==> config.mk <==
export PLATFORM = sky130hd
export DESIGN_NAME = gpio_edge_irq
export DESIGN_NICKNAME = d
export VERILOG_FILES = /design/src/rtl/gpio_irq_pkg.sv /design/src/rtl/gpio_pin_sync.sv /design/src/rtl/gpio_flag_fsm.sv /design/src/rtl/gpio_irq_regs.sv /design/src/rtl/gpio_edge_irq.sv
export SDC_FILE = /design/constraint.sdc
export NUM_CORES = 1
export LEC_CHECK = 0
export BUFFER_PORTS_ARGS = -buffer_cell sky130_fd_sc_hd__clkbuf_2
export CAP_MARGIN = 20
export CELL_PAD_IN_SITES_DETAIL_PLACEMENT = 0
export CELL_PAD_IN_SITES_GLOBAL_PLACEMENT = 1
export CORE_MARGIN = 5
export CORE_UTILIZATION = 40
export CTS_CLUSTER_DIAMETER = 150
export DETAILED_ROUTE_END_ITERATION = 7
export GPL_TIMING_DRIVEN = 0
export PLACE_DENSITY = 0.73
export SLEW_MARGIN = 20
export SYNTH_ARGS = -nofsm -noshare
export SYNTH_HDL_FRONTEND = slang
export SYNTH_SLANG_ARGS = --single-unit
==> constraint.sdc <==
create_clock -name clk -period 2.73 [get_ports clk]
set_clock_uncertainty 0.15 [all_clocks]
set_input_delay 0.273 -clock clk [delete_from_list [all_inputs] [get_ports clk]]
set_output_delay 0.273 -clock clk [all_outputs]
set_load 0.01 [all_outputs]
==> src/rtl/gpio_irq_pkg.sv <==
package gpio_irq_pkg;

    localparam int REG_W    = 8;
    localparam int OFF_EN   = 5;
    localparam int OFF_SEL  = 6;
    localparam int OFF_FLAG = 7;

    typedef enum logic {
        FLAG_IDLE    = 1'b0,
        FLAG_PENDING = 1'b1
    } flag_state_t;

endpackage

==> src/rtl/gpio_pin_sync.sv <==
module gpio_pin_sync (
    input  logic clk,
    input  logic rst_n,
    input  logic pin_async,
    input  logic fall_sel,
    output logic edge_hit
);

    logic meta_q;
    logic sync_q;
    logic prev_q;

    always_ff @(posedge clk) begin
        if (!rst_n) begin
            meta_q <= 1'b0;
            sync_q <= 1'b0;
            prev_q <= 1'b0;
        end else begin
            meta_q <= pin_async;
            sync_q <= meta_q;
            prev_q <= sync_q;
        end
    end

    // Polarity only picks which of two transitions counts; a steady level
    // gives sync_q == prev_q, so a polarity change alone cannot fire.
    always_comb begin
        if (fall_sel) edge_hit = prev_q & ~sync_q;
        else          edge_hit = ~prev_q & sync_q;
    end

endmodule

==> src/rtl/gpio_flag_fsm.sv <==
module gpio_flag_fsm
    import gpio_irq_pkg::*;
(
    input  logic clk,
    input  logic rst_n,
    input  logic edge_hit,
    input  logic clr_req,
    output logic flag_o
);

    flag_state_t state_q;
    flag_state_t state_d;

    always_ff @(posedge clk) begin
        if (!rst_n) state_q <= FLAG_IDLE;
        else        state_q <= state_d;
    end

    always_comb begin
        state_d = state_q;
        unique case (state_q)
            FLAG_IDLE:    if (edge_hit)              state_d = FLAG_PENDING;
            FLAG_PENDING: if (clr_req && !edge_hit)  state_d = FLAG_IDLE;
            default:                                 state_d = FLAG_IDLE;
        endcase
    end

    always_comb begin
        flag_o = (state_q == FLAG_PENDING);
    end

    // an edge always leaves the flag pending, even against a clear
    a_r8_edge_wins: assert property (@(posedge clk) disable iff (!rst_n)
        edge_hit |=> (state_q == FLAG_PENDING));

    // a clear without a competing edge returns the flag to idle
    a_r4_clear_takes: assert property (@(posedge clk) disable iff (!rst_n)
        (state_q == FLAG_PENDING && clr_req && !edge_hit) |=> (state_q == FLAG_IDLE));

    // with neither event the flag keeps its value
    a_r2_flag_sticky: assert property (@(posedge clk) disable iff (!rst_n)
        (!edge_hit && !clr_req) |=> $stable(state_q));

endmodule

==> src/rtl/gpio_irq_regs.sv <==
module gpio_irq_regs
    import gpio_irq_pkg::*;
#(
    parameter int PIN_COUNT = 8,
    parameter int ADDR_W    = 4
) (
    input  logic                 clk,
    input  logic                 rst_n,
    input  logic [ADDR_W-1:0]    bus_addr,
    input  logic                 bus_we,
    input  logic [REG_W-1:0]     bus_wdata,
    input  logic [PIN_COUNT-1:0] flag_vec,
    output logic [PIN_COUNT-1:0] en_q,
    output logic [PIN_COUNT-1:0] sel_q,
    output logic [PIN_COUNT-1:0] clr_vec,
    output logic [REG_W-1:0]     bus_rdata
);

    localparam logic [ADDR_W-1:0] A_EN   = ADDR_W'(OFF_EN);
    localparam logic [ADDR_W-1:0] A_SEL  = ADDR_W'(OFF_SEL);
    localparam logic [ADDR_W-1:0] A_FLAG = ADDR_W'(OFF_FLAG);

    logic [PIN_COUNT-1:0] wr_bits;
    logic                 wr_en;
    logic                 wr_sel;

    assign wr_bits = bus_wdata[PIN_COUNT-1:0];
    assign wr_en   = bus_we && (bus_addr == A_EN);
    assign wr_sel  = bus_we && (bus_addr == A_SEL);
    assign clr_vec = (bus_we && (bus_addr == A_FLAG)) ? wr_bits : '0;

    always_ff @(posedge clk) begin
        if (!rst_n) begin
            en_q  <= '0;
            sel_q <= '0;
        end else begin
            if (wr_en)  en_q  <= wr_bits;
            if (wr_sel) sel_q <= wr_bits;
        end
    end

    always_comb begin
        case (bus_addr)
            A_EN:    bus_rdata = REG_W'(en_q);
            A_SEL:   bus_rdata = REG_W'(sel_q);
            A_FLAG:  bus_rdata = REG_W'(flag_vec);
            default: bus_rdata = '0;
        endcase
    end

    // enable write lands at offset 5
    a_r10_en_write: assert property (@(posedge clk) disable iff (!rst_n)
        (bus_we && bus_addr == A_EN) |=> (en_q == $past(bus_wdata[PIN_COUNT-1:0])));

    // edge-select write lands at offset 6
    a_r10_sel_write: assert property (@(posedge clk) disable iff (!rst_n)
        (bus_we && bus_addr == A_SEL) |=> (sel_q == $past(bus_wdata[PIN_COUNT-1:0])));

    // writes elsewhere leave both control registers alone
    a_r10_other_write: assert property (@(posedge clk) disable iff (!rst_n)
        !(bus_we && (bus_addr == A_EN || bus_addr == A_SEL)) |=> ($stable(en_q) && $stable(sel_q)));

endmodule

==> src/rtl/gpio_edge_irq.sv <==
module gpio_edge_irq
    import gpio_irq_pkg::*;
#(
    parameter int PIN_COUNT = 8,
    parameter int ADDR_W    = 4
) (
    input  logic                 clk,
    input  logic                 rst_n,
    input  logic [ADDR_W-1:0]    bus_addr,
    input  logic                 bus_we,
    input  logic [REG_W-1:0]     bus_wdata,
    output logic [REG_W-1:0]     bus_rdata,
    input  logic [PIN_COUNT-1:0] pin_in,
    output logic                 irq_req
);

    logic [PIN_COUNT-1:0] en_q;
    logic [PIN_COUNT-1:0] sel_q;
    logic [PIN_COUNT-1:0] clr_vec;
    logic [PIN_COUNT-1:0] edge_vec;
    logic [PIN_COUNT-1:0] flag_vec;

    gpio_irq_regs #(
        .PIN_COUNT (PIN_COUNT),
        .ADDR_W    (ADDR_W)
    ) u_regs (
        .clk       (clk),
        .rst_n     (rst_n),
        .bus_addr  (bus_addr),
        .bus_we    (bus_we),
        .bus_wdata (bus_wdata),
        .flag_vec  (flag_vec),
        .en_q      (en_q),
        .sel_q     (sel_q),
        .clr_vec   (clr_vec),
        .bus_rdata (bus_rdata)
    );

    for (genvar i = 0; i < PIN_COUNT; i++) begin : g_pin
        gpio_pin_sync u_sync (
            .clk       (clk),
            .rst_n     (rst_n),
            .pin_async (pin_in[i]),
            .fall_sel  (sel_q[i]),
            .edge_hit  (edge_vec[i])
        );

        gpio_flag_fsm u_flag (
            .clk      (clk),
            .rst_n    (rst_n),
            .edge_hit (edge_vec[i]),
            .clr_req  (clr_vec[i]),
            .flag_o   (flag_vec[i])
        );
    end

    assign irq_req = |(flag_vec & en_q);

    // a detected edge latches its flag regardless of the enable mask
    a_r6_edge_latches: assert property (@(posedge clk) disable iff (!rst_n)
        (|edge_vec) |=> ((flag_vec & $past(edge_vec)) == $past(edge_vec)));

    // no request can be raised with the whole mask closed
    a_r5_irq_needs_enable: assert property (@(posedge clk) disable iff (!rst_n)
        irq_req |-> (|en_q));

    // everything starts idle straight after reset
    a_r1_reset_quiet: assert property (@(posedge clk)
        !rst_n |=> (flag_vec == '0 && en_q == '0 && sel_q == '0));

endmodule

-- Yosys cells after proc, flatten, opt, wreduce, memory -nomap -nowiden
Cells that the tools add are included.
- eq/ne operators: 3
- mux-type cells: 34
- bitwise gates (word level): 41
- reduce and logical (&&, ||, !) cells: 20
- operators by type and width (kind ; number):
    $mux 1 ; 24
    $not 1->1 ; 24
    $pmux 8 s3 ; 1
    $and 1x1->1 ; 16
    $pmux 1 s2 ; 8
    $eq 4x3->1 const B ; 3
    $logic_and 1x1->1 ; 11
    $and 8x8->8 ; 1
    $logic_not 1->1 ; 8
    $mux 8 ; 1
    $reduce_or 8->1 ; 1
- register bits: 48
- input bits: 23

-- Longest topological paths before layout
- depth in word-level cells: 7
- depth in mapped cells: 6
- gate-level depth less buffers: 3

-- Cells and area by module
A second synthesis with hierarchy kept.
- cells, all modules: 203
- area, all modules: 2100.8 µm²
- by module, submodules not included (module ; times used ; cells an instance ; area each (µm²)):
    gpio_irq_regs ; 1 ; 102 ; 923.4
    gpio_pin_sync ; 8 ; 9 ; 101.3
    gpio_flag_fsm ; 8 ; 3 ; 41.3
    gpio_edge_irq ; 1 ; 5 ; 36.3

-- Worst setup path before layout
Ideal clock, no wire load.
- path type: input port to output port
- from: in bus_addr[1]
- to: out bus_rdata[4]
- data arrival time: 1.127 ns
- slack: 1.180 ns
- stages on the path: 5
- path buffers: 2
- cell sequence: buf_6 -> buf_2 -> mux2_2 -> a22oi_1 -> nor2_1
- longest elaborated chain between the ends: 2
- elaborated cells on any way between the ends: 4
- RTL lines (what ; RTL line ; text):
    start, declared ; gpio_edge_irq.sv:9 ; input logic [ADDR_W-1:0] bus_addr,
    $eq 4x3->1 ; gpio_irq_regs.sv:43 ; case (bus_addr)
    $pmux 8 s3 (*) ; gpio_irq_regs.sv:43 ;
    end, declared ; gpio_edge_irq.sv:12 ; output logic [REG_W-1:0] bus_rdata,
Mark *: on every way between the ends. The rest lies on a longest branch, timed or not.

-- Worst setup path after layout
Ends and elaborated chain as after synthesis.

==> flow_summary.json <==
{
  "synthCells": 200,
  "clkLatencyLatePin_ns": 0.29,
  "synth_top_family_by_area": "simple AND/OR/NAND/NOR gates",
  "p_sw_share_pct": 22.2,
  "setup_viol": 0,
  "arrival_ns": 1.42,
  "endpoint_kind": "primary output",
  "wl_met3_um": 233,
  "p_total_uw": 1340,
  "clockPowerShare_pct": 37.5,
  "ys_warn_count": 0,
  "met2_wirelength_mm": 2.00,
  "wirelength_met1_mm": 2.18,
  "final_util_pct": 48.6,
  "final_common_cell": "dfxtp_1",
  "tightest_slew_ns": 0.558,
  "avgSynthCellArea_sq_um": 10.1,
  "drt_iter0_drc": 110,
  "ir_worst_vdd_uv": 345,
  "dr_total_vias": 1472,
  "synth-simple-area-share_pct": 22.9,
  "fin_nets": 258,
  "finalHoldViolCount": 0,
  "max_freq_mhz": 543,
  "cp_data_required_time_ns": 2.31,
  "syn_nets": 223,
  "post_drt_wl_per_cell_um": 14.7,
  "grt_max_degree": 15,
  "io_buffers": 28,
  "synth_seq_cells": 48,
  "place_hpwl_mm": 3.07,
  "dr.max_layer_used": "met4",
  "p_per_area_nw_per_um2": 573,
  "start_util_pct": 41.7,
  "tritoncts": "built",
  "start_kind": "primary input",
  "post-route-period-util_pct": 67.5,
  "rsz0062_at_grt": "no",
  "power.switching_uw": 298,
  "postCtsHoldBufs": 0,
  "gr-usage-all-layers_pct": 15.0,
  "synth_cell_type_count": 20,
  "critical_path_class": "primary input to primary output",
  "core_area_sq_um": 4820,
  "maxCapViolations": 0,
  "synth_area_leaders": "dfxtp_1 (48%), mux2i_1 (8.0%), and2_1 (7.5%), a22oi_1 (4.5%), mux2_2 (4.5%)",
  "fillers": 483,
  "drive_gt1_share_pct": 22.0,
  "rows": 25,
  "worstPathMaxFanout": 10,
  "ioPinCount": 32,
  "cts_buffers": 5,
  "cellLeakagePower_uw": 0.000954,
  "die-area_sq_um": 6540,
  "whs_ns": 0.0241,
  "hold_path_class": "primary input to flip-flop",
  "synthAdderAreaFrac_pct": 0,
  "gp_congestion": 0.727,
  "intPower_uw": 1040,
  "drv_slew": 0,
  "p_comb_share_pct": 7.7,
  "period_needed_ns": 1.84,
  "synth_mux_area_share_pct": 12.4,
  "syn_area_sq_um": 2010,
  "n_antenna_cell": 0,
  "grt_pass1_vias": 1471,
  "postCtsSetupRepairBufs": 0,
  "synth_compound_area_share_pct": 10.5,
  "status": "complete, no violations",
  "grt_overflow_total": 0,
  "synth_largest_area_cell": "dfxtp_1",
  "antenna_found_initial": 0,
  "htree_levels": 2,
  "grt_pass1_wl_mm": 7.41,
  "syn_to_final_growth_pct": 16.5,
  "cts_num_sinks": 48,
  "cts_resized": 0,
  "drc": 0,
  "synth_top_area_share_pct": 47.8,
  "setup_tns_ns": 0,
  "clockBufferDepth": 2,
  "max_slew_margin_pct": 62.8,
  "clk_pin_slew_ns": 0.09,
  "final_cell_mix": "dfxtp_1 (48), clkbuf_2 (28), and2_1 (24), nand2_1 (24), mux2i_1 (16)",
  "yosysSeqAreaShare_pct": 47.8,
  "dr.pass1.iters": 4,
  "drtAntennaViolNets": 0,
  "die_h_um": 80.9,
  "synthXorXnorAreaFrac_pct": 0,
  "wirelength_mm": 4.46,
  "cts_root_buffer": "clkbuf_8",
  "sequentialPowerShare_pct": 54.8,
  "dieWidth_um": 80.9,
  "vias_per_cell": 4.86
}
[path summary, 6_finish.rpt]
path                                from                      to  slack (ns)  cells after the start
setup / recovery             bus_addr[1]            bus_rdata[4]        0.89                      6
setup reg to reg         u_regs.sel_q[3]  g_pin[3].u_flag.flag_o        1.66                      2
hold / removal                 pin_in[7]  g_pin[7].u_sync.meta_q        0.02                      2
hold reg to reg   g_pin[4].u_sync.meta_q  g_pin[4].u_sync.sync_q        0.27                      1
[sequential cells by signal (all words and copies together), names as in the netlist]
register             flops
g_pin.u_flag.flag_o      8
g_pin.u_sync.meta_q      8
g_pin.u_sync.prev_q      8
g_pin.u_sync.sync_q      8
u_regs.en_q              8
u_regs.sel_q             8
[power groups by stage]
stage	sequential, uW	clock, uW	combinational, uW
6_report	736	503	104
2_1_floorplan	748	0	68.5
3_5_place_dp	752	0	105
4_1_cts	736	513	106
3_3_place_gp	752	0	105
5_1_grt	739	552	117
[area by class of cell]
cell class	instances	area [sq um]	area share (%)
well taps	67	83.8	3.58
repair buffers	28	140	5.98
clock buffers	6	72.6	3.10
clock inverters	2	35.0	1.50
inverters	8	30.0	1.28
plain buffers	14	98.8	4.22
flip-flops and latches	48	961	41.0
multi-input cells	130	921	39.3
[per-stage QoR]
| stage | area, sq um | instances | setup WS (ns) |
|---|---|---|---|
| after global placement | 2230 | 295 | 0.877 |
| after detailed placement | 2230 | 295 | 0.895 |
| final | 2340 | 303 | 0.887 |
| after global routing | 2340 | 303 | 0.807 |
| after floorplan | 2010 | 200 | 1.18 |
| after CTS | 2340 | 303 | 0.891 |
[cell families (layout without fill, tap and decap cells)]
| group | Yosys count | after routing |
|---|---|---|
| multiplexers | 24 | 24 |
| buffers and inverters | 22 | 58 |
| AND/OR/NAND/NOR | 78 | 78 |
| AO/OA/AOI/OAI | 28 | 28 |
| flip-flops | 48 | 48 |
[metal layers]
metal	track usage, %	up-vias
met3	3.99	4
met1	20.2	683
met5	0	-
li1	-	756
met2	23.8	29
met4	4.05	0
[synthesized netlist by cell type]
cell type / count
clkbuf_1: 6
a31oi_1: 8
nor3b_1: 8
and4b_1: 2
nor2b_4: 2
mux2_2: 8
buf_2: 1
nand4_1: 1
nor2_1: 8
inv_1: 8
and3b_1: 8
and2_1: 24
nand2b_1: 1
buf_6: 6
mux2i_1: 16
nand2_1: 24
dfxtp_1: 48
o31a_1: 8
a22oi_1: 12
buf_1: 1
[worst max-delay path: stages]
cell and delay [ns]:
buf_6 0.12, buf_2 0.28, mux2_2 0.37, a22oi_1 0.16
nor2_1 0.06, clkbuf_2 0.15
No activity file was read; power rests on OpenSTA's default activity.
